### config.mk
export PLATFORM = sky130hd
export DESIGN_NAME = cec_txbuf_top
export DESIGN_NICKNAME = d
export VERILOG_FILES = /design/src/rtl/cec_txbuf_pkg.sv /design/src/rtl/cec_txbuf_ctl.sv /design/src/rtl/cec_txbuf_dp.sv /design/src/rtl/cec_txbuf_top.sv
export SDC_FILE = /design/constraint.sdc
export NUM_CORES = 1
export LEC_CHECK = 0
export ABC_AREA = 1
export BUFFER_PORTS_ARGS = -buffer_cell sky130_fd_sc_hd__clkbuf_2
export CORE_AREA = 2 2 109 138
export CTS_BUF_LIST = sky130_fd_sc_hd__clkbuf_8
export CTS_CLUSTER_DIAMETER = 120
export DETAILED_ROUTE_END_ITERATION = 10
export DIE_AREA = 0 0 111 140
export GPL_TIMING_DRIVEN = 0
export HOLD_SLACK_MARGIN = 0.08
export PLACE_DENSITY_LB_ADDON = 0.3
export SLEW_MARGIN = 20
export SYNTH_ARGS = -nofsm -noshare
export SYNTH_HDL_FRONTEND = slang
export SYNTH_SLANG_ARGS = --single-unit
### constraint.sdc
create_clock -name clk -period 2.25 [get_ports clk]
set_clock_uncertainty 0.05 [all_clocks]
set_input_delay 0.675 -clock clk [delete_from_list [all_inputs] [get_ports clk]]
set_output_delay 0.675 -clock clk [all_outputs]
set_load 0.05 [all_outputs]
### src/rtl/cec_txbuf_pkg.sv
package cec_txbuf_pkg;
  typedef enum logic [1:0] {
    ST_IDLE = 2'd0,
    ST_BUSY = 2'd1,
    ST_DONE = 2'd2,
    ST_ERR  = 2'd3
  } txStat_e;

  typedef enum logic [1:0] {
    CMD_NOP       = 2'd0,
    CMD_SEND      = 2'd1,
    CMD_ABORT     = 2'd2,
    CMD_SEND_NEXT = 2'd3
  } txCmd_e;

  typedef struct packed {
    logic wrOk;
    logic ptrLoad;
    logic ptrAdv;
  } txStrobe_t;
endpackage

### src/rtl/cec_txbuf_ctl.sv
module cec_txbuf_ctl
  import cec_txbuf_pkg::*;
#(
  parameter int MSG_BYTES = 16,
  parameter int ADDR_W    = 8,
  parameter int DATA_W    = 8
) (
  input  logic              clk,
  input  logic              rstN,
  input  logic              regWrEn,
  input  logic [ADDR_W-1:0] regAddr,
  input  logic [DATA_W-1:0] regWrData,
  input  logic              engByteReq,
  input  logic              engDone,
  input  logic              engNack,
  input  logic              engArbLost,
  output txStrobe_t         strobe,
  output logic [1:0]        txStatus,
  output logic              txIrq,
  output logic              engStart,
  output logic              engAbort
);
  localparam logic [ADDR_W-1:0] CMD_ADDR = ADDR_W'(MSG_BYTES + 1);

  txStat_e statQ, statD;
  logic    sendingQ, sendingD;
  logic    startNow, abortNow, irqNow;
  logic    cmdWr, anyEnd;
  txCmd_e  cmdVal;

  assign cmdWr  = regWrEn && (regAddr == CMD_ADDR);
  assign cmdVal = txCmd_e'(regWrData[1:0]);
  assign anyEnd = sendingQ && (engDone || engNack || engArbLost);

  always_comb begin
    statD    = statQ;
    sendingD = sendingQ;
    startNow = 1'b0;
    abortNow = 1'b0;
    irqNow   = 1'b0;
    if (anyEnd) begin
      sendingD = 1'b0;
      irqNow   = 1'b1;
      if (engNack)      statD = ST_ERR;
      else if (engDone) statD = ST_DONE;
    end else if (cmdWr) begin
      unique case (cmdVal)
        CMD_NOP:       if (!sendingQ) statD = ST_IDLE;
        CMD_SEND:      if (statQ == ST_IDLE) startNow = 1'b1;
        CMD_ABORT:     if (sendingQ) begin
                         statD    = ST_ERR;
                         sendingD = 1'b0;
                         abortNow = 1'b1;
                         irqNow   = 1'b1;
                       end
        CMD_SEND_NEXT: if (statQ != ST_BUSY) startNow = 1'b1;
        default: ;
      endcase
      if (startNow) begin
        statD    = ST_BUSY;
        sendingD = 1'b1;
      end
    end
  end

  always_ff @(posedge clk) begin
    if (!rstN) begin
      statQ    <= ST_IDLE;
      sendingQ <= 1'b0;
      engStart <= 1'b0;
      engAbort <= 1'b0;
      txIrq    <= 1'b0;
    end else begin
      statQ    <= statD;
      sendingQ <= sendingD;
      engStart <= startNow;
      engAbort <= abortNow;
      txIrq    <= irqNow;
    end
  end

  assign txStatus       = statQ;
  assign strobe.wrOk    = (statQ != ST_BUSY);
  assign strobe.ptrLoad = startNow;
  assign strobe.ptrAdv  = sendingQ && engByteReq && !anyEnd;
endmodule

### src/rtl/cec_txbuf_dp.sv
module cec_txbuf_dp
  import cec_txbuf_pkg::*;
#(
  parameter int MSG_BYTES = 16,
  parameter int ADDR_W    = 8,
  parameter int DATA_W    = 8
) (
  input  logic              clk,
  input  logic              rstN,
  input  logic              regWrEn,
  input  logic [ADDR_W-1:0] regAddr,
  input  logic [DATA_W-1:0] regWrData,
  input  txStrobe_t         strobe,
  output logic [DATA_W-1:0] engByte,
  output logic              engLast
);
  localparam int                PTR_W    = $clog2(MSG_BYTES);
  localparam logic [ADDR_W-1:0] LEN_ADDR = ADDR_W'(MSG_BYTES);
  localparam logic [ADDR_W-1:0] CLR_ADDR = ADDR_W'(MSG_BYTES + 3);
  localparam logic [DATA_W-1:0] LEN_MAX  = DATA_W'(MSG_BYTES - 1);

  logic [DATA_W-1:0] msgMem [MSG_BYTES];
  logic [PTR_W-1:0]  lenQ, ptrQ;
  logic              clrHoldQ, clrNow, wrAllowed;

  assign clrNow    = clrHoldQ || (regWrEn && regAddr == CLR_ADDR && regWrData[0]);
  assign wrAllowed = regWrEn && strobe.wrOk && !clrNow;

  always_ff @(posedge clk) begin
    if (!rstN) clrHoldQ <= 1'b0;
    else if (regWrEn && regAddr == CLR_ADDR) clrHoldQ <= regWrData[0];
  end

  for (genvar g = 0; g < MSG_BYTES; g++) begin : gByte
    always_ff @(posedge clk) begin
      if (!rstN || clrNow) msgMem[g] <= '0;
      else if (wrAllowed && regAddr == ADDR_W'(g)) msgMem[g] <= regWrData;
    end
  end

  always_ff @(posedge clk) begin
    if (!rstN || clrNow) lenQ <= '0;
    else if (wrAllowed && regAddr == LEN_ADDR)
      lenQ <= (regWrData > LEN_MAX) ? PTR_W'(MSG_BYTES - 1) : regWrData[PTR_W-1:0];
  end

  always_ff @(posedge clk) begin
    if (!rstN || strobe.ptrLoad) ptrQ <= '0;
    else if (strobe.ptrAdv && ptrQ != lenQ) ptrQ <= ptrQ + 1'b1;
  end

  assign engByte = msgMem[ptrQ];
  assign engLast = (ptrQ == lenQ);
endmodule

### src/rtl/cec_txbuf_top.sv
module cec_txbuf_top
  import cec_txbuf_pkg::*;
#(
  parameter int MSG_BYTES = 16,
  parameter int ADDR_W    = 8,
  parameter int DATA_W    = 8
) (
  input  logic              clk,
  input  logic              rstN,
  input  logic              regWrEn,
  input  logic [ADDR_W-1:0] regAddr,
  input  logic [DATA_W-1:0] regWrData,
  input  logic              engByteReq,
  input  logic              engDone,
  input  logic              engNack,
  input  logic              engArbLost,
  output logic [1:0]        txStatus,
  output logic              txIrq,
  output logic              engStart,
  output logic              engAbort,
  output logic [DATA_W-1:0] engByte,
  output logic              engLast
);
  txStrobe_t strobe;

  cec_txbuf_ctl #(.MSG_BYTES(MSG_BYTES), .ADDR_W(ADDR_W), .DATA_W(DATA_W)) u_ctl (
    .clk(clk), .rstN(rstN), .regWrEn(regWrEn), .regAddr(regAddr),
    .regWrData(regWrData), .engByteReq(engByteReq), .engDone(engDone),
    .engNack(engNack), .engArbLost(engArbLost), .strobe(strobe),
    .txStatus(txStatus), .txIrq(txIrq), .engStart(engStart), .engAbort(engAbort)
  );

  cec_txbuf_dp #(.MSG_BYTES(MSG_BYTES), .ADDR_W(ADDR_W), .DATA_W(DATA_W)) u_dp (
    .clk(clk), .rstN(rstN), .regWrEn(regWrEn), .regAddr(regAddr),
    .regWrData(regWrData), .strobe(strobe), .engByte(engByte), .engLast(engLast)
  );
endmodule

## Yosys cells after proc, flatten, opt, wreduce, memory -nomap -nowiden

Memories as Yosys holds them, arrays and structs flattened. A register that Yosys moved wholly into a read port is not among the register bits.
Cells that the tools add are included.

| storage, ports and cells | value |
|---|---|
| bits in registers | 15 |
| bits in writable memories | 128 |
| input port bits | 23 |
| output and inout bits | 14 |
| logic and storage cells | 188 |
| memories kept | 1 |

Memory list:

| memory | words | width | rd ports | clocked after Yosys merged registers in | write ports | line | source |
|---|---|---|---|---|---|---|---|
| u_dp.msgMem | 16 | 8 | 1 | 1 | 16 | cec_txbuf_dp.sv:22 | `logic [DATA_W-1:0] msgMem [MSG_BYTES];` |

| cells by class | value |
|---|---|
| add/subtract/negate cells | 1 |
| order comparisons | 1 |
| equal/unequal tests | 27 |
| multiplexer cells | 90 |
| bitwise gates (word level) | 17 |
| reductions and logical operators | 43 |

Operators with widths:

| operator | count |
|---|---|
| 8-bit 2-to-1 mux | 16 |
| 8-bit by 4-bit equality test with 1-bit output (second input constant) | 8 |
| 1-bit 2-to-1 mux | 62 |
| 8-bit by 3-bit equality test with 1-bit output (second input constant) | 4 |
| 1-bit logical AND | 26 |
| 8-bit by 5-bit equality test with 1-bit output (second input constant) | 3 |
| 8-bit by 2-bit equality test with 1-bit output (second input constant) | 2 |
| 1-bit OR | 16 |
| 2-bit 2-to-1 mux | 7 |
| 4-bit 2-to-1 mux | 3 |
| 8-bit by 1-bit equality test with 1-bit output (second input constant) | 1 |
| 8-bit by 4-bit greater-than comparator with 1-bit output (second input constant) | 1 |
| 8-bit zero test | 1 |
| 1-bit logical OR | 5 |
| 5-bit AND reduction | 1 |
| 4-bit by 1-bit adder with 4-bit output (second input constant) | 1 |
| 2-bit equality test (second input constant) | 2 |
| 4-bit equality test | 1 |
| 2-bit zero test | 2 |
| 4-bit by 1-bit != test with 1-bit output (second input constant) | 1 |
| 4-bit != test | 1 |
| 4-bit != test (second input constant) | 1 |
| 2-bit case mux with 2 select lines | 1 |
| 2-bit nonzero test | 2 |
| other kinds (9) | 11 |

## Longest topological paths before layout

Gate-level depths: netlist of run 1.

| logic depth | value |
|---|---|
| depth after elaboration | 11 |
| gate-level depth with buffers | 10 |
| depth with buffers taken out | 10 |

## Modules after synthesis

From an unflattened synthesis of run 1, not the netlist that was laid out.

| second synthesis, totals | value |
|---|---|
| cell total of the unflattened synthesis | 752 |
| area total of the unflattened synthesis | 7253.2 µm² |

By module, submodules not included:

| module | times used | cells each | area each (µm²) | seq. area each (µm²) |
|---|---|---|---|---|
| cec_txbuf_dp | 1 | 680 | 6812.8 | 4103.9 |
| cec_txbuf_ctl | 1 | 72 | 440.4 | 120.1 |

## Least setup slack after synthesis of run 1

OpenSTA, ideal clock, no wires.

| timing path | value |
|---|---|
| kind | reg-to-output |
| from | register (tool-made name) |
| to | output port engByte[1] |
| data arrival time | 1.575 ns |
| data required time | 1.525 ns |
| slack | -0.050 ns |
| stages on the path, launching flop included | 10 |
| buffers on the path | 2 |
| path through | dfxtp_1 -> buf_2 -> inv_2 -> clkbuf_1 -> nor2_1 -> nor2_1 -> o21ai_0 -> o211ai_1 -> o211ai_1 -> nand2_1 |

RTL lines:

| what | line | source |
|---|---|---|
| end: declaration | cec_txbuf_top.sv:21 | `output logic [DATA_W-1:0] engByte,` |

==> results of run 1 <==
[where the power goes]
group	internal (mW)	switching, mW	leakage (nW)
Clock	0.856	1.03	0.172
Sequential	3.03	0.0265	1.48
Combinational	0.0726	0.241	1.53
[critical path, cell delays in order (launching register included)]
cell	delay, ps
dfxtp_4	380
buf_8	150
inv_8	50
clkbuf_16	160
nor2_2	80
nor2_1	50
o21ai_1	110
o21ai_1	90
o211ai_1	300
nand2_2	120
clkbuf_16	190
[per-stage QoR]
stage	area (um^2)	hold slack (ps)	total power [mW]	TNS, ps	utilization
6_report	8170	457	5.26	-4330	0.577
5_1_grt	8170	478	5.38	-4800	0.577
4_1_cts	8090	434	5.24	-4510	0.571
3_5_place_dp	7430	477	3.40	-47540	0.525
3_3_place_gp	7430	467	3.39	-42430	0.525
2_1_floorplan	7030	443	3.28	0	-
[repair_timing]
action | 4_1_cts | 5_1_grt
hold buffers | 0 | 0
gates cloned | 3 | 0
buffers inserted | 6 | 0
pin swaps | 10 | 7
endpoints found under the hold margin | 0 | 0
gates resized for setup | 84 | 43
endpoints found under the setup margin | 9 | 75
[cell usage in the layout (no fill, tap or decap), types with 10 or more instances in the layout]
master and n:
clkbuf_2 32, clkbuf_8 20, dfxtp_1 16, edfxtp_1 128
inv_1 28, nand2_1 59, nand2_2 20, nand3_1 19
nand3_4 10, nor2_1 240, o211ai_1 32, o21ai_0 49
o21ai_1 22
[how the worst max path moves through the flow]
stage                from                               end  slack (ps)  cells past startpoint
2_1_floorplan  regAddr[7]  u_dp.msgMem[10][0]$_SDFFCE_PN0P_          30                      9
3_3_place_gp    flip-flop                        engByte[6]        -740                      7
3_5_place_dp    flip-flop                        engByte[0]        -780                      7
4_1_cts         flip-flop                        engByte[5]        -610                     10
5_1_grt         flip-flop                        engByte[5]        -640                     10
6_report        flip-flop                        engByte[5]        -610                     10
[cells by family after synthesis]
group / count (synthesis) / synth area share
AND/OR/NAND/NOR: 382 / 0.253
flip-flops: 147 / 0.602
AO/OA/AOI/OAI: 116 / 0.0955
buffers and inverters: 69 / 0.0398
XOR/XNOR: 6 / 0.00749
adder cells (fa/ha/maj): 1 / 0.00178
[flip-flops by register name, summed over array words and instances (netlist names), named ones only]
signal / flops
u_ctl.engAbort: 1
u_ctl.engStart: 1
u_ctl.sendingQ: 1
u_ctl.txIrq: 1
u_ctl.txStatus: 2
u_dp.clrHoldQ: 1
u_dp.lenQ: 4
u_dp.msgMem: 128
u_dp.ptrQ: 4
[layer usage]
layer,routed length (um),vias to the layer above,GRT usage
met5,0,-,0
met1,7060,2634,0.310
met3,1920,57,0.0519
met4,852,0,0.130
met2,9990,351,0.447
li1,-,2585,-
[cell usage after synthesis]
cell,number,area share
nand2_4,2,0.0032
nand2_1,77,0.041
inv_4,1,0.00089
o21ai_0,74,0.053
nor2_1,248,0.13
nand3_2,7,0.010
buf_2,2,0.0014
nor4_1,3,0.0027
nor2_8,5,0.014
inv_2,1,0.00053
nor2_2,2,0.0018
nor2_4,1,0.0016
inv_1,28,0.015
xor2_1,1,0.0012
buf_6,2,0.0032
nand4_1,2,0.0018
a21oi_1,7,0.0050
a21boi_1,1,0.0011
buf_1,6,0.0032
nand3_1,21,0.015
a31o_2,1,0.0012
edfxtp_1,128,0.55
and3_1,1,0.00089
xnor2_1,5,0.0062
a211oi_1,1,0.0011
dfxtp_1,19,0.054
clkinv_1,4,0.0021
clkbuf_1,25,0.013
nand3_4,10,0.025
nand2_2,2,0.0018
nand3b_1,1,0.0011
o211ai_1,32,0.034
ha_1,1,0.0018
[cell type report]
class / instances / area share
tap: 178 / 0.0273
inverter: 34 / 0.0169
sequential: 147 / 0.518
clock buffer: 17 / 0.0287
multi-input combinational: 505 / 0.319
clock inverter: 15 / 0.0146
buffer: 33 / 0.0317
timing repair buffer: 44 / 0.0428
timing repair inverter: 1 / 0.000766
==> flow_metrics.tcl, run 1 <==
set metrics [dict create \
    status "finished with violations" \
    violations "setup timing" \
    place_ws_ps -776 \
    gp_congestion 0.931 \
    worstMarginPinSlew_ps 773 \
    ir_drop_mv 0.342 \
    max_freq_mhz 350 \
    min_path_cells 3 \
    hold_viol_final 0 \
    worstPathRequired_ps 1520 \
    cts-root-buf "clkbuf_8" \
    layoutNonFillerInstCount 974 \
    slew_violations 0 \
    worst_slack_ps -608 \
    ctsHtreeMaxLevel 4 \
    max_slew_margin 0.485 \
    viasPerCell 5.78 \
    drv_cap 0 \
    r2r_slack_ps 190 \
    worstSetupEndpointType "primary output" \
    die_w_um 111 \
    io_buffers 36 \
    worst_hold_startpoint "rstN" \
    r2r_start "u_ctl.txStatus[1]$_SDFFE_PN0P_" \
    cts_tree "built" \
    cts.clk_slew.worst_paths_ps 80 \
    crit_fanout 10 \
    cts_buffer_depth 2 \
    ant_nets 0 \
    die-area_um2 15500 \
    grt_pass1_vias 5539 \
    cts_buffers 17 \
    fin_crit_sh 1.27 \
    period_minus_slack_ps 2860 \
    fill_cells 1186 \
    grt_first_pass_wirelength_mm 30.1 \
    die_y_um 140 \
    wl_mm 19.8 \
    post-route-drc-count 0 \
    grt_overflow 0 \
    ios 37 \
    core_area_um2 14200 \
    areaGrowthSynthToFinish_pct 16.5 \
    initialDrtViolationCount 632 \
    ys_seq_area_frac 0.602 \
    regArea_um2 4230 \
    grt_antenna_before_repair 0 \
    synth_warnings 0 \
    routedWlPerCell_um 20.4 \
    worstSetupPathType "reg -> out" \
    cp.arrival_ps 2130 \
    dr.pass1.iters 8 \
    antenna_cells 0 \
    ys_ff_latch 147 \
    vias 5627 \
    leakage_nw 3.18 \
    initial_core_util 0.495 \
    rows 49 \
    final_nets 807 \
    dp_hpwl_mm 13.7 \
    setup_viol 8 \
    ys_types 33 \
    synth.avg_cell_area_um2 9.73 \
    worstHoldPathType "in -> reg" \
    multi_input_area_um2 2610 \
    grt_max_degree 17 \
    p_per_area_nw_per_um2 644 \
    hold_end "u_ctl.txStatus[1]$_SDFFE_PN0P_" \
    syn_nets 745 \
    synthesis.instances 721 \
    clk_latency_ps 460 \
    placed_cells 935 \
    start_kind "flip-flop" \
    reg2reg_to "u_dp.msgMem[6][1]$_SDFFCE_PN0P_" \
    reg2reg_depth 6 \
    drive_gt1_frac 0.207 \
    rsz0062_at_grt "yes" \
    cts_sinks 147 \
    synth_area_um2 7010 \
    grt_usage 0.259 \
]
Note: power is estimated with default switching activity, not from simulation.
==> run 2: changes to the inputs <==
--- a/config.mk
+++ b/config.mk
@@ -8,7 +8,7 @@
 export ABC_AREA = 1
 export BUFFER_PORTS_ARGS = -buffer_cell sky130_fd_sc_hd__clkbuf_2
 export CORE_AREA = 2 2 109 138
-export CTS_BUF_LIST = sky130_fd_sc_hd__clkbuf_8
+export CTS_BUF_LIST = sky130_fd_sc_hd__clkbuf_4
 export CTS_CLUSTER_DIAMETER = 120
 export DETAILED_ROUTE_END_ITERATION = 10
 export DIE_AREA = 0 0 111 140
==> constraint.sdc (replaced) <==
create_clock -name clk -period 2.61 [get_ports clk]
set_clock_uncertainty 0.05 [all_clocks]
set_input_delay 0.783 -clock clk [delete_from_list [all_inputs] [get_ports clk]]
set_output_delay 0.783 -clock clk [all_outputs]
set_load 0.05 [all_outputs]
==> run 2 against run 1 <==
The run still ends with setup timing left. Register-to-register slack better by 300 ps. Final cell count unchanged. Worst setup slack gained 150 ps. Global-route usage is 0.12 points higher. Via count decreased by 0.23%. Clock power decreased by 17%. First-iteration DRC count is 7.6% lower. Hold slack better by 18 ps. Highest routed layer unchanged.
==> flow_metrics.tcl, run 2 (synthesis results as in run 1) <==
set metrics [dict create \
    status "finished with violations" \
    violations "setup timing" \
    crit_chain "buf_12 > inv_12 > clkbuf_16 > nor2_4 > nor2_2 > o21ai_1 > o21ai_1 > o211ai_1 > nand2_1 > buf_8" \
    rsz0062_at_grt "yes" \
    ir_drop_mv 0.301 \
    ant_nets 0 \
    ios 37 \
    fill_cells 1195 \
    slew_violations 0 \
    leakage_nw 3.19 \
    post-route-drc-count 0 \
    grt_first_pass_wirelength_mm 30.3 \
    vias 5614 \
    crit_family "buffers and inverters" \
    die_y_um 140 \
    cts_sinks 147 \
    reg2reg_depth 6 \
    cts_tree "built" \
    wl_mm 19.8 \
    period_minus_slack_ps 3070 \
    cts_buffers 17 \
    drv_cap 0 \
    die_w_um 111 \
    cts_buffer_depth 2 \
    post_dp_cell_area_um2 7410 \
    cp_slowest_stage_delay_ps 410 \
    crit_top_cell "o21ai_1" \
    placed_cells 935 \
    worstSetupEndpointType "primary output" \
    grt_max_degree 17 \
    gp_congestion 0.908 \
    grt_antenna_before_repair 1 \
    worstHoldPathType "in -> reg" \
    hold_viol_final 0 \
    cts_hold_buf 0 \
    setup_viol 8 \
    start_kind "flip-flop" \
    core_area_um2 14200 \
    rows 49 \
    holdWs_ps 475 \
    mostFrequentLayoutCells "nor2_1, edfxtp_1, nand2_1" \
    reg_top3 "u_dp.msgMem: 128 flops, u_dp.lenQ: 4 flops, u_dp.ptrQ: 4 flops" \
    dp_hpwl_mm 13.8 \
    dr.pass1.iters 5 \
    final_area_um2 8140 \
    worst_slack_ps -458 \
    drive_gt1_frac 0.195 \
    areaGrowthSynthToFinish_pct 16.1 \
    fin_crit_sh 1.18 \
    initialDrtViolationCount 584 \
    hold_end "u_ctl.txStatus[0]$_SDFFE_PN0P_" \
    die-area_um2 15500 \
    worstSetupPathType "reg -> out" \
    r2r_slack_ps 490 \
    initial_core_util 0.495 \
    routedWlPerCell_um 20.3 \
    max_freq_mhz 326 \
    viasPerCell 5.76 \
    p_per_area_nw_per_um2 550 \
    cp.arrival_ps 2240 \
    largest_reg_flops 128 \
    grt_usage 0.260 \
    worstPathRequired_ps 1780 \
    reg2reg_to "u_dp.msgMem[4][1]$_SDFFCE_PN0P_" \
    worst_path_max_delay_cell "dfxtp_4" \
    final_nets 806 \
    layoutNonFillerInstCount 974 \
    grt_pass1_vias 5515 \
    cts-root-buf "clkbuf_4" \
    cts.clk_slew.worst_paths_ps 140 \
    io_buffers 36 \
    top_register "u_dp.msgMem" \
    crit_fanout 6 \
    worst_hold_startpoint "rstN" \
    max_slew_margin 0.504 \
    clk_latency_ps 540 \
    final_common_cell "nor2_1" \
    critPathBufInv 4 \
    min_path_cells 3 \
    r2r_start "u_ctl.txStatus[1]$_SDFFE_PN0P_" \
    grt_overflow 0 \
    worstMarginPinSlew_ps 744 \
    ctsHtreeMaxLevel 4 \
    fin_total_pwr_mw 4.48 \
]
[run 2: cell count changes in the layout (fill, tap and decap cells not counted), sizes merged]
cell | before | now
clkinv | 14 | 12
buf | 23 | 20
clkbuf | 71 | 74
clkinvlp | 4 | 0
bufinv | 1 | 3
diode | 0 | 1
inv | 31 | 34
[run 2: repair_timing]
| action | 4_1_cts | 5_1_grt |
|---|---|---|
| buffers inserted | 3 | 1 |
| pin swaps | 18 | 10 |
| endpoints found under the setup margin | 9 | 9 |
| resized for setup | 115 | 18 |
| cloned | 3 | 0 |
[run 2: worst reg2reg max path: cells and delay by family (launching register included)]
kind / cells / cell delay (ps)
compound gates: 1 / 280
buf+inv: 1 / 80
flops: 1 / 400
simple gates: 4 / 980
[run 2: per-stage QoR]
| step | setup TNS, ps | utilization | worst slack (ps) |
|---|---|---|---|
| floorplan | 0 | - | 202 |
| global placement | -8940 | 0.524 | -538 |
| detailed placement | -14480 | 0.524 | -565 |
| CTS | -3470 | 0.571 | -467 |
| global route | -4150 | 0.575 | -557 |
| finish | -3430 | 0.575 | -458 |
[run 2: cell type report]
| type | count | area [um^2] | share of cell area |
|---|---|---|---|
| antenna | 1 | 2.50 | 0.000307 |
| buffer | 34 | 265 | 0.0326 |
| clock buffer | 18 | 135 | 0.0166 |
| clock inverter | 14 | 179 | 0.0220 |
| inverter | 34 | 143 | 0.0175 |
| multi-input combinational | 505 | 2600 | 0.319 |
| sequential | 147 | 4230 | 0.520 |
| tap | 178 | 223 | 0.0274 |
| timing repair buffer | 42 | 353 | 0.0434 |
| timing repair inverter | 1 | 8.76 | 0.00108 |
[run 2: report_power, final]
group / internal (mW) / leakage, nW / switching [mW]
clock network: 0.689 / 0.171 / 0.883
registers: 2.61 / 1.48 / 0.0237
logic: 0.0606 / 1.54 / 0.206
total: 3.36 / 3.19 / 1.11
[run 2: worst max-delay path by stage]
stage | from | to | slack, ps | depth (start not counted)
6_report | flip-flop | engByte[5] | -460 | 10
5_1_grt | flip-flop | engByte[5] | -560 | 10
4_1_cts | flip-flop | engByte[5] | -470 | 10
3_5_place_dp | flip-flop | engByte[6] | -560 | 7
3_3_place_gp | flip-flop | engByte[6] | -540 | 7
2_1_floorplan | flip-flop | engByte[1] | 200 | 9
[run 2: metal layers]
layer / vias up / share of wire / track usage
met4: 0 / 0.045 / 0.138
met5: - / 0 / 0
met3: 67 / 0.079 / 0.0467
met1: 2675 / 0.37 / 0.312
li1: 2582 / - / -
met2: 290 / 0.50 / 0.449
==> run 3: changes to the inputs <==
--- a/config.mk
+++ b/config.mk
@@ -7,11 +7,11 @@
 export LEC_CHECK = 0
 export ABC_AREA = 1
 export BUFFER_PORTS_ARGS = -buffer_cell sky130_fd_sc_hd__clkbuf_2
-export CORE_AREA = 2 2 109 138
+export CORE_AREA = 2 2 128 118
 export CTS_BUF_LIST = sky130_fd_sc_hd__clkbuf_4
 export CTS_CLUSTER_DIAMETER = 120
 export DETAILED_ROUTE_END_ITERATION = 10
-export DIE_AREA = 0 0 111 140
+export DIE_AREA = 0 0 130 120
 export GPL_TIMING_DRIVEN = 0
 export HOLD_SLACK_MARGIN = 0.08
 export PLACE_DENSITY_LB_ADDON = 0.3
==> run 3 against run 2 <==
The flow still finishes with violations (setup timing). Largest power group unchanged. Clock-buffer cell count is the same. Core utilization grew 0.12 points. Total power grew 1.9%. Clock power grew 5%. Non-clock buffer count grew 5. Worst setup slack lost 16 ps. Via count shrank 1.1%. Hold slack lost 39 ps. Sequential power is essentially flat. Final area grew 1.5%. Wire length shrank 0.82%.
==> flow_metrics.tcl, run 3 (synthesis results as in run 1) <==
set metrics [dict create \
    status "finished with violations" \
    violations "setup timing" \
    worstMarginPinSlew_ps 827 \
    fin_total_pwr_mw 4.56 \
    die-area_um2 15600 \
    ios 37 \
    worst_slack_ps -474 \
    grt_pass1_vias 5285 \
    post_dp_cell_area_um2 7440 \
    worstHoldPathType "in -> reg" \
    ctsHtreeMaxLevel 4 \
    leakage_nw 3.22 \
    initialDrtViolationCount 614 \
    placed_cells 955 \
    vias 5551 \
    die_w_um 130 \
    drv_cap 0 \
    grt_antenna_before_repair 1 \
    crit_fanout 10 \
    grt_overflow 0 \
    rows 42 \
    ir_drop_mv 0.319 \
    period_minus_slack_ps 3080 \
    hold_viol_final 0 \
    final_nets 811 \
    die_y_um 120 \
    dp_hpwl_mm 14.1 \
    largest_reg_flops 128 \
    final_core_util 0.576 \
    core_area_um2 14300 \
    ant_nets 0 \
    grt_max_degree 17 \
    cts_buffer_depth 2 \
    cp.arrival_ps 2250 \
    p_per_area_nw_per_um2 552 \
    final_area_um2 8260 \
    post-route-drc-count 0 \
    final_common_cell "nor2_1" \
    worstSetupEndpointType "primary output" \
    worstSetupPathType "reg -> out" \
    mostFrequentLayoutCells "nor2_1, edfxtp_1, nand2_1" \
    cts.clk_slew.worst_paths_ps 120 \
    viasPerCell 5.56 \
    max_freq_mhz 324 \
    max_slew_margin 0.449 \
    reg_top3 "u_dp.msgMem: 128 flops, u_dp.lenQ: 4 flops, u_dp.ptrQ: 4 flops" \
    layoutNonFillerInstCount 999 \
    clk_latency_ps 570 \
    drive_gt1_frac 0.208 \
    fill_cells 1209 \
    setup_viol 8 \
    grt_first_pass_wirelength_mm 29.7 \
    cts_sinks 147 \
    cts-root-buf "clkbuf_4" \
    grt_usage 0.266 \
    wl_mm 19.6 \
    cts_buffers 17 \
    rsz0062_at_grt "yes" \
    fin_crit_sh 1.18 \
    dr.pass1.iters 5 \
    areaGrowthSynthToFinish_pct 17.8 \
    slew_violations 0 \
    io_buffers 36 \
    cts_hold_buf 0 \
    initial_core_util 0.489 \
    worstPathRequired_ps 1780 \
    start_kind "flip-flop" \
    gp_congestion 0.943 \
    cts_tree "built" \
    top_register "u_dp.msgMem" \
    routedWlPerCell_um 19.6 \
]
run 3: where the power goes:
part | leakage [nW] | internal (mW) | switching, mW
sequential | 1.48 | 2.61 | 0.0269
clock | 0.176 | 0.847 | 0.808
combinational | 1.57 | 0.0608 | 0.204
total | 3.22 | 3.52 | 1.04
run 3: stage by stage:
stage | setup WS (ps) | setup TNS (ps) | hold slack (ps)
final | -474 | -3410 | 437
after detailed placement | -783 | -14150 | 477
after floorplan | 202 | 0 | 443
after global placement | -830 | -10240 | 470
after CTS | -490 | -3650 | 420
after global routing | -537 | -3970 | 427
run 3: final cells by class:
cell class	instances	area, um^2	area share
Sequential cell	147	4230	0.512
Clock inverter	14	193	0.0233
Multi-Input combinational cell	505	2630	0.318
Clock buffer	18	135	0.0164
Inverter	34	138	0.0167
Timing Repair inverter	1	11.3	0.00136
Antenna cell	1	2.50	0.000303
Buffer	34	280	0.0339
Timing Repair Buffer	47	397	0.0480
Tap cell	198	248	0.0300
run 3: per-layer routing:
layer	vias to the layer above	share of wire	GRT usage	wire length, um
li1	2606	-	-	-
met1	2610	0.40	0.367	7940
met2	286	0.47	0.410	9160
met3	49	0.094	0.0562	1840
met4	0	0.034	0.112	664
met5	-	0	0	0
run 3: path summary, 6_finish.rpt:
kind,from,endpoint,cells after the start,slack [ps]
setup / recovery,flip-flop,engByte[3],8,-470
hold / removal,rstN,u_ctl.txStatus[0]$_SDFFE_PN0P_,3,440
setup reg to reg,u_ctl.txStatus[1]$_SDFFE_PN0P_,u_dp.msgMem[1][3]$_SDFFCE_PN0P_,6,520
hold reg to reg,u_dp.ptrQ[0]$_SDFFE_PP0P_,flip-flop,2,490
run 3: worst max-delay path, stage by stage (launching register included):
cell	delay (ps)
dfxtp_4	390
buf_12	130
buf_16	130
clkbuf_8	170
o21ai_1	300
o211ai_1	180
nand3_1	120
nand2_1	70
clkbuf_8	190
run 3: repair_timing:
| item | 4_1_cts | 5_1_grt |
|---|---|---|
| gates resized for setup | 108 | 55 |
| buffers inserted | 6 | 2 |
| pin swaps | 19 | 18 |
| setup endpoints to repair | 9 | 9 |
| cloned | 4 | 0 |
